### src/rtl/qdac_pkg.sv
package qdac_pkg;
    parameter int NCH        = 4;
    parameter int CODE_W     = 10;
    parameter int FRAME_W    = 16;
    parameter int DATA_W     = 12;
    localparam int ADDR_W    = $clog2(NCH);

    typedef enum logic [1:0] {
        OP_STAGE      = 2'b00,
        OP_STAGE_LOAD = 2'b01,
        OP_BROADCAST  = 2'b10,
        OP_SLEEP      = 2'b11
    } op_e;

    typedef enum logic [1:0] {
        TERM_OPEN = 2'b00,
        TERM_LOW  = 2'b01,
        TERM_HIGH = 2'b10
    } term_e;

    typedef enum logic [1:0] {
        RX_IDLE  = 2'b00,
        RX_SHIFT = 2'b01,
        RX_HOLD  = 2'b10
    } rx_state_e;
endpackage

### src/rtl/qdac_in_sync.sv
module qdac_in_sync #(
    parameter int         W       = 1,
    parameter int         STAGES  = 2,
    parameter logic [W-1:0] RST_VAL = '0
) (
    input  logic         clk,
    input  logic         rst_n,
    input  logic [W-1:0] d,
    output logic [W-1:0] q
);
    logic [W-1:0] stg [STAGES];

    always_ff @(posedge clk or negedge rst_n) begin
        if (!rst_n) begin
            for (int i = 0; i < STAGES; i++) stg[i] <= RST_VAL;
        end else begin
            stg[0] <= d;
            for (int i = 1; i < STAGES; i++) stg[i] <= stg[i-1];
        end
    end

    assign q = stg[STAGES-1];
endmodule

### src/rtl/qdac_frame_rx.sv
module qdac_frame_rx
    import qdac_pkg::*;
#(
    parameter int FW = FRAME_W
) (
    input  logic          clk,
    input  logic          rst_n,
    input  logic          sclk_s,
    input  logic          fsync_n_s,
    input  logic          sdata_s,
    output logic          cmd_valid,
    output logic [FW-1:0] cmd_word
);
    localparam int CNT_W = $clog2(FW);

    rx_state_e  state, state_nx;
    logic       sclk_d;
    logic       fall;
    logic [CNT_W-1:0] bit_cnt;
    logic [FW-1:0]    shreg;
    logic       last_bit;

    assign fall     = sclk_d && !sclk_s;
    assign last_bit = (bit_cnt == CNT_W'(FW-1));

    always_comb begin
        state_nx = state;
        unique case (state)
            RX_IDLE:  if (!fsync_n_s) state_nx = RX_SHIFT;
            RX_SHIFT: begin
                if (fsync_n_s)              state_nx = RX_IDLE;
                else if (fall && last_bit)  state_nx = RX_HOLD;
            end
            RX_HOLD:  if (fsync_n_s) state_nx = RX_IDLE;
            default:  state_nx = RX_IDLE;
        endcase
    end

    always_ff @(posedge clk or negedge rst_n) begin
        if (!rst_n) state <= RX_IDLE;
        else        state <= state_nx;
    end

    always_ff @(posedge clk or negedge rst_n) begin
        if (!rst_n) begin
            sclk_d    <= 1'b0;
            bit_cnt   <= '0;
            shreg     <= '0;
            cmd_valid <= 1'b0;
            cmd_word  <= '0;
        end else begin
            sclk_d    <= sclk_s;
            cmd_valid <= 1'b0;
            unique case (state)
                RX_IDLE: bit_cnt <= '0;
                RX_SHIFT: begin
                    if (!fsync_n_s && fall) begin
                        shreg   <= {shreg[FW-2:0], sdata_s};
                        bit_cnt <= bit_cnt + 1'b1;
                        if (last_bit) begin
                            cmd_valid <= 1'b1;
                            cmd_word  <= {shreg[FW-2:0], sdata_s};
                        end
                    end
                end
                RX_HOLD: bit_cnt <= '0;
                default: bit_cnt <= '0;
            endcase
        end
    end
endmodule

### src/rtl/qdac_reg_bank.sv
module qdac_reg_bank
    import qdac_pkg::*;
#(
    parameter int N  = NCH,
    parameter int CW = CODE_W,
    parameter int FW = FRAME_W
) (
    input  logic          clk,
    input  logic          rst_n,
    input  logic          cmd_valid,
    input  logic [FW-1:0] cmd_word,
    output logic [CW-1:0] live [N],
    output logic          pd_active,
    output logic [1:0]    term_sel
);
    localparam int AW   = $clog2(N);
    localparam int DLSB = FW - AW - 2 - DATA_W;

    logic [AW-1:0] addr;
    op_e           op;
    logic [CW-1:0] code;
    logic [CW-1:0] staged [N];
    term_e         term_pick;

    assign addr = cmd_word[FW-1 -: AW];
    assign op   = op_e'(cmd_word[FW-AW-1 -: 2]);
    assign code = cmd_word[DLSB+DATA_W-1 -: CW];

    always_comb begin
        unique case (addr)
            AW'(1):  term_pick = TERM_LOW;
            AW'(2):  term_pick = TERM_HIGH;
            default: term_pick = TERM_OPEN;
        endcase
    end

    always_ff @(posedge clk or negedge rst_n) begin
        if (!rst_n) begin
            for (int i = 0; i < N; i++) begin
                staged[i] <= '0;
                live[i]   <= '0;
            end
            pd_active <= 1'b0;
            term_sel  <= TERM_OPEN;
        end else if (cmd_valid) begin
            unique case (op)
                OP_STAGE: begin
                    staged[addr] <= code;
                    pd_active    <= 1'b0;
                end
                OP_STAGE_LOAD: begin
                    staged[addr] <= code;
                    for (int i = 0; i < N; i++)
                        live[i] <= (AW'(i) == addr) ? code : staged[i];
                    pd_active <= 1'b0;
                end
                OP_BROADCAST: begin
                    for (int i = 0; i < N; i++) begin
                        staged[i] <= code;
                        live[i]   <= code;
                    end
                    pd_active <= 1'b0;
                end
                OP_SLEEP: begin
                    pd_active <= 1'b1;
                    term_sel  <= term_pick;
                end
                default: pd_active <= pd_active;
            endcase
        end
    end
endmodule

### src/rtl/qdac_cmd_decoder.sv
module qdac_cmd_decoder
    import qdac_pkg::*;
#(
    parameter int SYNC_STAGES = 2
) (
    input  logic              clk,
    input  logic              rst_n,
    input  logic              sclk_in,
    input  logic              fsync_n_in,
    input  logic              sdata_in,
    output logic [CODE_W-1:0] ch_code_0,
    output logic [CODE_W-1:0] ch_code_1,
    output logic [CODE_W-1:0] ch_code_2,
    output logic [CODE_W-1:0] ch_code_3,
    output logic              pd_active,
    output logic [1:0]        term_sel
);
    logic [2:0]         sync_q;
    logic               cmd_valid;
    logic [FRAME_W-1:0] cmd_word;
    logic [CODE_W-1:0]  live [NCH];

    qdac_in_sync #(.W(3), .STAGES(SYNC_STAGES), .RST_VAL(3'b010)) sync_i (
        .clk   (clk),
        .rst_n (rst_n),
        .d     ({sclk_in, fsync_n_in, sdata_in}),
        .q     (sync_q)
    );

    qdac_frame_rx #(.FW(FRAME_W)) rx_i (
        .clk       (clk),
        .rst_n     (rst_n),
        .sclk_s    (sync_q[2]),
        .fsync_n_s (sync_q[1]),
        .sdata_s   (sync_q[0]),
        .cmd_valid (cmd_valid),
        .cmd_word  (cmd_word)
    );

    qdac_reg_bank #(.N(NCH), .CW(CODE_W), .FW(FRAME_W)) bank_i (
        .clk       (clk),
        .rst_n     (rst_n),
        .cmd_valid (cmd_valid),
        .cmd_word  (cmd_word),
        .live      (live),
        .pd_active (pd_active),
        .term_sel  (term_sel)
    );

    assign ch_code_0 = live[0];
    assign ch_code_1 = live[1];
    assign ch_code_2 = live[2];
    assign ch_code_3 = live[3];
endmodule

### config.mk
export PLATFORM = sky130hd
export DESIGN_NAME = qdac_cmd_decoder
export DESIGN_NICKNAME = d
export VERILOG_FILES = /design/src/rtl/qdac_pkg.sv /design/src/rtl/qdac_in_sync.sv /design/src/rtl/qdac_frame_rx.sv /design/src/rtl/qdac_reg_bank.sv /design/src/rtl/qdac_cmd_decoder.sv
export SDC_FILE = /design/constraint.sdc
export NUM_CORES = 1
export LEC_CHECK = 0
export ABC_AREA = 1
export BUFFER_PORTS_ARGS = -buffer_cell sky130_fd_sc_hd__buf_4
export CELL_PAD_IN_SITES_DETAIL_PLACEMENT = 1
export CELL_PAD_IN_SITES_GLOBAL_PLACEMENT = 1
export CORE_MARGIN = 3
export CORE_UTILIZATION = 45
export DETAILED_ROUTE_END_ITERATION = 10
export PLACE_DENSITY_LB_ADDON = 0.1
export SYNTH_ARGS = -nofsm -noshare
export SYNTH_HDL_FRONTEND = slang
export SYNTH_SLANG_ARGS = --single-unit
### constraint.sdc
create_clock -name clk -period 1.51 [get_ports clk]
set_input_delay 0.302 -clock clk [delete_from_list [all_inputs] [get_ports clk]]
set_output_delay 0.302 -clock clk [all_outputs]
set_load 0.02 [all_outputs]
# Word level (Yosys, flattened, before mapping)
# Index checks and enable logic that the tools add are counted.
[classes]
addsub = 1
order_cmp = 2
eq_ne = 15
mux = 21
n_bitwise = 1
n_reduce_logical = 19
[ops]
columns = ["cell", "n"]
rows = [
  ["one-hot mux 40 bit (2 select lines)", 2],
  ["two-way mux 10 bit", 5],
  ["bitwise mux 40 bit", 1],
  ["demux 10 bit (select 2 bit)", 1],
  ["== test 2 bit (second input constant)", 4],
  ["two-way mux 2 bit", 4],
  ["two-way mux 4 bit", 2],
  ["AND reduction 2 bit", 4],
  ["== test 2 x 1 -> 1 bit (second input constant)", 3],
  ["logical NOT 2 bit", 3],
  ["one-hot mux 2 bit (3 select lines)", 1],
  ["AND reduction 3 bit", 2],
  ["adder 4 x 1 -> 4 bit (second input constant)", 1],
  ["== test 2 bit (first input constant)", 2],
  ["== test 4 bit (second input constant)", 1],
  ["logical AND 1 bit", 4],
  ["inequality test 2 bit (second input constant)", 2],
  ["one-hot mux 2 bit (2 select lines)", 1],
  ["nonzero test 2 bit", 2],
  ["greater-or-equal comparator 3 bit (second input constant)", 1],
  ["< comparator 3 x 1 -> 1 bit (second input constant)", 1],
  ["two-way mux 1 bit", 3],
  ["inequality test 3 x 2 -> 1 bit (second input constant)", 1],
  ["inverter 2 -> 3 bit", 1],
  ["6 further kinds", 7],
]
[totals]
ff_bits = 128
inputBits = 5
out_inout_bits = 43
word_cells = 77

# Depth between registers and ports, before layout
[logic_depth]
ltp_word = 7
ltp_mapped = 9
ltp_nobuf = 8

# Modules after synthesis
# Synthesis repeated with hierarchy kept, for this count alone.
[unflattened]
cells_unflattened = 672
hier_area_um2 = 5631.7
[by_module_without_submodules]
columns = ["mod", "n_inst", "cells_per_inst", "area_each_um2", "seq_area_each_um2"]
rows = [
  ["qdac_reg_bank", 1, 493, 3848.7, 2077.0],
  ["qdac_frame_rx", 1, 170, 1607.8, 975.9],
  ["qdac_in_sync", 1, 9, 175.2, 152.6],
]

# Least setup slack after synthesis
# OpenSTA, ideal clock, no wires.
[synth_path]
path_kind = "reg-to-reg"
start = "register rx_i.cmd_word[12]"
end = "register bank_i.live[8] (netlist name)"
setup_time_ns = 0.121
arrival_time_ns = 1.242
t_required_ns = 1.389
slack_ns = 0.146
stages_incl_launch_ff = 8
path_buffers = 1
period_less_slack_ns = 1.364
path_cell_list = "dfrtp_1 > inv_1 > ha_1 > nor2_2 > inv_1 > clkbuf_1 > nand2_1 > o21ai_1"
[synth_via]
elab_chain_len = 3
word_cells_on_any_way = 5
classes_between = "2 x eq/ne; 1 x mux; 2 x reduce/logical"
[synth_rtl]
columns = ["item", "line_no", "text"]
rows = [
  ["start, declared", "qdac_frame_rx.sv:12", "output logic [FW-1:0] cmd_word"],
  ["start signal, assigned", "qdac_frame_rx.sv:62", "cmd_word <= {shreg[FW-2:0], sdata_s};"],
  ["== test 2 x 1 -> 1 bit or == test 2 bit (tied branches)", "qdac_reg_bank.sv:46", "unique case (op)"],
  ["nonzero test 2 bit (no source line)", "-", ""],
  ["AND reduction 2 bit (no source line)", "-", ""],
  ["end signal, assigned by index", "qdac_reg_bank.sv:54", "live[i] <= (AW'(i) == addr) ? code : staged[i];"],
  ["end signal, assigned by index", "qdac_reg_bank.sv:60", "live[i] <= code;"],
  ["end, declared", "qdac_reg_bank.sv:12", "output logic [CW-1:0] live [N],"],
]
# Parallel ways exist; a longest one is shown, timed or not.
# A chain may end at the register's enable or synchronous reset.

# Worst setup path after layout
[layout_path]
start = "register rx_i.cmd_word[12]"
end = "register bank_i.staged[27] (netlist name)"
[layout_via]
elab_chain_len = 4
word_cells_on_any_way = 7
classes_between = "2 x eq/ne; 1 x mux; 4 x reduce/logical"
[layout_rtl]
columns = ["item", "line_no", "text"]
rows = [
  ["== test 2 x 1 -> 1 bit or logical NOT 2 bit (tied branches)", "qdac_reg_bank.sv:46", ""],
  ["OR reduction 2 bit (no source line)", "-", ""],
  ["nonzero test 2 bit (no source line)", "-", ""],
  ["AND reduction 2 bit (no source line)", "-", ""],
  ["end signal, assigned by index", "qdac_reg_bank.sv:48", "staged[addr] <= code;"],
  ["end signal, assigned by index", "qdac_reg_bank.sv:52", "staged[addr] <= code;"],
  ["end signal, assigned by index", "qdac_reg_bank.sv:59", "staged[i] <= code;"],
  ["end, declared", "qdac_reg_bank.sv:22", "logic [CW-1:0] staged [N];"],
]
# Parallel ways exist; a longest one is shown, timed or not.

==> flow_metrics.env <==
export IMPL_synth_simple_area_share=0.2791
export IMPL_dp_hpwl_um=9937
export IMPL_synthAdderAreaFrac=0.009137
export IMPL_rows=39
export IMPL_crit_type="reg -> reg"
export IMPL_synth_compound_area_frac=0.07058
export IMPL_pwr_density_cell_nw_per_um2=1061
export IMPL_die_h_um=116.3
export IMPL_drcViolationCount=0
export IMPL_ir_drop_mv=0.8032
export IMPL_syn2layout_area_growth_pct=22.89
export IMPL_htree_levels=4
export IMPL_hp_class="reg -> reg"
export IMPL_ys_ff_latch=126
export IMPL_num_fill_cells=1397
export IMPL_drv_slew=0
export IMPL_min_period_ns=1.466
export IMPL_place_area_sq_um=6115
export IMPL_clockBufferDepth=2
export IMPL_cts_tree="done"
export IMPL_grt_max_degree=31
export IMPL_power_frac_comb=0.026
export IMPL_max_freq_ghz=0.6823
export IMPL_worst_slew_pin_slew_ns=0.3948
export IMPL_synth_cell_types=23
export IMPL_cts_num_sinks=126
export IMPL_num_io_pins=48
export IMPL_crit_path_top_delay_cell="dfrtp_1"
export IMPL_worstSetupStartpointType="register"
export IMPL_path_max_fanout=20
export IMPL_finalCritPeriodShare=0.9706
export IMPL_crit_chain="inv_1 > ha_2 > inv_4 > nand2_4 > nand2_1 > buf_8 > nand2_1 > o21ai_1"
export IMPL_core_area_sq_um=11660
export IMPL_outcome="completed"
export IMPL_endpoint_kind="register"
export IMPL_port_buffers=47
export IMPL_vias=4421
export IMPL_seq_area_frac_synth=0.5761
export IMPL_clockPowerShare=0.487
export IMPL_power_internal_uw=5645
export IMPL_syn_avg_cell_area_sq_um=8.626
export IMPL_p_sw_uw=1499
export IMPL_drt_pass1_iter_count=4
export IMPL_cp_required_ns=1.79
export IMPL_gp_congestion=0.8289
export IMPL_grt_use_total=0.2397
export IMPL_finalWorstSetupSlack_ns=0.04439
export IMPL_via_per_inst=5.153
export IMPL_dieWidth_um=116.3
export IMPL_synthTopCellsByCount="nand2_1 (293), dfrtp_1 (124), nand3_1 (58)"
export IMPL_drt_iter0_drc=231
export IMPL_power_switching_share=0.2098
export IMPL_grt_pass1_vias=4685
export IMPL_drive_above_1_share=0.1972
export IMPL_cp_arrival_ns=1.74
export IMPL_setup_tns_final_ns=0
export IMPL_cts_buffers=17
export IMPL_crit_path_frequent_cell="nand2_1"
export IMPL_finalClockSkew_ns=0.008657
export IMPL_die_area_sq_um=13530
export IMPL_ant_nets=0
export IMPL_synthesis_nets=644
export IMPL_n_antenna_cell=0
export IMPL_leakage_uw=0.003540
export IMPL_clk_latency_ns=0.41
export IMPL_antenna_found_initial=0
export IMPL_routed_wl_um=14820
export IMPL_grt_ovfl_total=0
export IMPL_synth_area_leaders="dfrtp_1 (57%), nand2_1 (20%), nand3_1 (5.3%)"
export IMPL_synth_top_cell_by_area="dfrtp_1"
export IMPL_ys_flop_type="dfrtp_1"
export IMPL_synth_xor_area_share=0
export IMPL_synth_cells=635
export IMPL_yosysTopAreaCellShare=0.5665
export IMPL_critPathMaxStageDelay_ns=0.40
export IMPL_final_cell_area_sq_um=6731
export IMPL_synth_edf_count=0
export IMPL_avgRoutedWirePerCell_um=17.27
export IMPL_rsz0062_at_grt="yes"
export IMPL_synth_async_reset_ratio=1.000
export IMPL_setup_violations=0
export IMPL_final_nets=714
export IMPL_power_frac_seq=0.487
export IMPL_path_buf_inv=3
export IMPL_root_buffer="clkbuf_16"
export IMPL_seq_area_sq_um=3156
export IMPL_grt_pass1_wl_um=24460
export IMPL_synth_top_family_by_area="simple AND/OR/NAND/NOR gates"
export IMPL_clk_pin_slew_ns=0.06
export IMPL_syn_area_sq_um=5478
export IMPL_slew_headroom=0.7368
export IMPL_critPathTopFamily="flip-flops"
export IMPL_initial_core_util=0.4697
export IMPL_final_hold_violation_count=0
export IMPL_dp_slack_ns=-0.03644
export IMPL_multi_input_area_sq_um=1997
export IMPL_maxCapViolCount=0
export IMPL_synthMostInstantiatedCell="nand2_1"
export IMPL_yosysWarnings=0
export IMPL_synthMuxAreaShare=0
export IMPL_final_util=0.5772
-- layout make-up --
| type | instances | share of cell area |
|---|---|---|
| Tap cell | 143 | 0.02658 |
| Clock buffer | 27 | 0.07175 |
| Sequential cell | 126 | 0.4688 |
| Multi-Input combinational cell | 439 | 0.2967 |
| Timing Repair Buffer | 82 | 0.1121 |
| Inverter | 39 | 0.02268 |
| Clock inverter | 2 | 0.001487 |
-- timing repair --
item / in CTS / in global routing
hold endpoints to repair: 22 / 0
setup endpoints to repair: 24 / 81
hold buffers: 4 / 0
cloned: 0 / 1
gates resized for setup: 4 / 11
setup buffers: 2 / 1
-- sequential cells by signal, indices dropped and copies added (netlist names), 2 cells and up --
register / count
bank_i.live: 40
bank_i.staged: 40
rx_i.cmd_word: 14
bank_i.term_sel: 2
rx_i.state: 2
sync_i.stg: 3
rx_i.shreg: 15
sync_i.q: 3
rx_i.bit_cnt: 4
-- power by group through the flow --
stage / combinational [uW] / sequential [uW] / clock [uW]
final: 188 / 3480 / 3480
after global routing: 221 / 3480 / 3710
after CTS: 195 / 3480 / 3540
after detailed placement: 186 / 3530 / 0
after global placement: 176 / 3530 / 0
after floorplan: 70.4 / 3520 / 0
-- kinds of logic after synthesis --
| logic type | after synthesis |
|---|---|
| AOI/OAI and AO/OA | 62 |
| and+or+nand+nor | 373 |
| buffers and inverters | 70 |
| DFF | 126 |
| adders and majority gates | 4 |
-- path summary, 6_finish.rpt --
check / startpoint / endpoint / slack [ns] / depth (start not counted)
setup reg to reg: rx_i.cmd_word[12]$_DFFE_PN0P_ / bank_i.staged[27]$_DFFE_PN0P_ / 0.04 / 8
min in group asynchronous: rst_n / rx_i.shreg[7]$_DFFE_PN0P_ / 0.36 / 2
hold / removal: sync_i.stg[5]$_DFF_PN0_ / sync_i.q[2]$_DFF_PN0_ / 0.35 / 0
setup / recovery: rx_i.cmd_word[12]$_DFFE_PN0P_ / bank_i.staged[27]$_DFFE_PN0P_ / 0.04 / 8
max in group asynchronous: rst_n / bank_i.live[2]$_DFFE_PN0P_ / 0.57 / 3
hold reg to reg: sync_i.stg[5]$_DFF_PN0_ / sync_i.q[2]$_DFF_PN0_ / 0.35 / 0
-- layer usage --
metal / vias to the layer above / routed length (um) / GRT usage
met5: - / 0 / 0
met4: 0 / 229 / 0.07193
met3: 16 / 628 / 0.05440
met2: 86 / 7515 / 0.3993
met1: 2195 / 6441 / 0.3146
li1: 2124 / - / -
-- cell usage in the layout, fill, tap and decap left out, types with 9 or more instances in the layout --
cell       netlist  routed
nand2_1        293     293
dfrtp_1        124     124
buf_4            5      64
nand3_1         58      57
inv_1           37      36
o21ai_2         19      20
o21ai_1         21      20
o21ai_0         18      18
clkbuf_16        0      17
buf_12           0       9
-- metrics by stage --
step	hold WS, ns	power [uW]	instances
3_3_place_gp	0.2440	3705	821
6_report	0.3464	7144	858
5_1_grt	0.3605	7407	858
2_1_floorplan	0.006409	3594	635
4_1_cts	0.3484	7210	856
3_5_place_dp	0.2496	3718	821
Note: power is estimated with default switching activity, not from simulation.
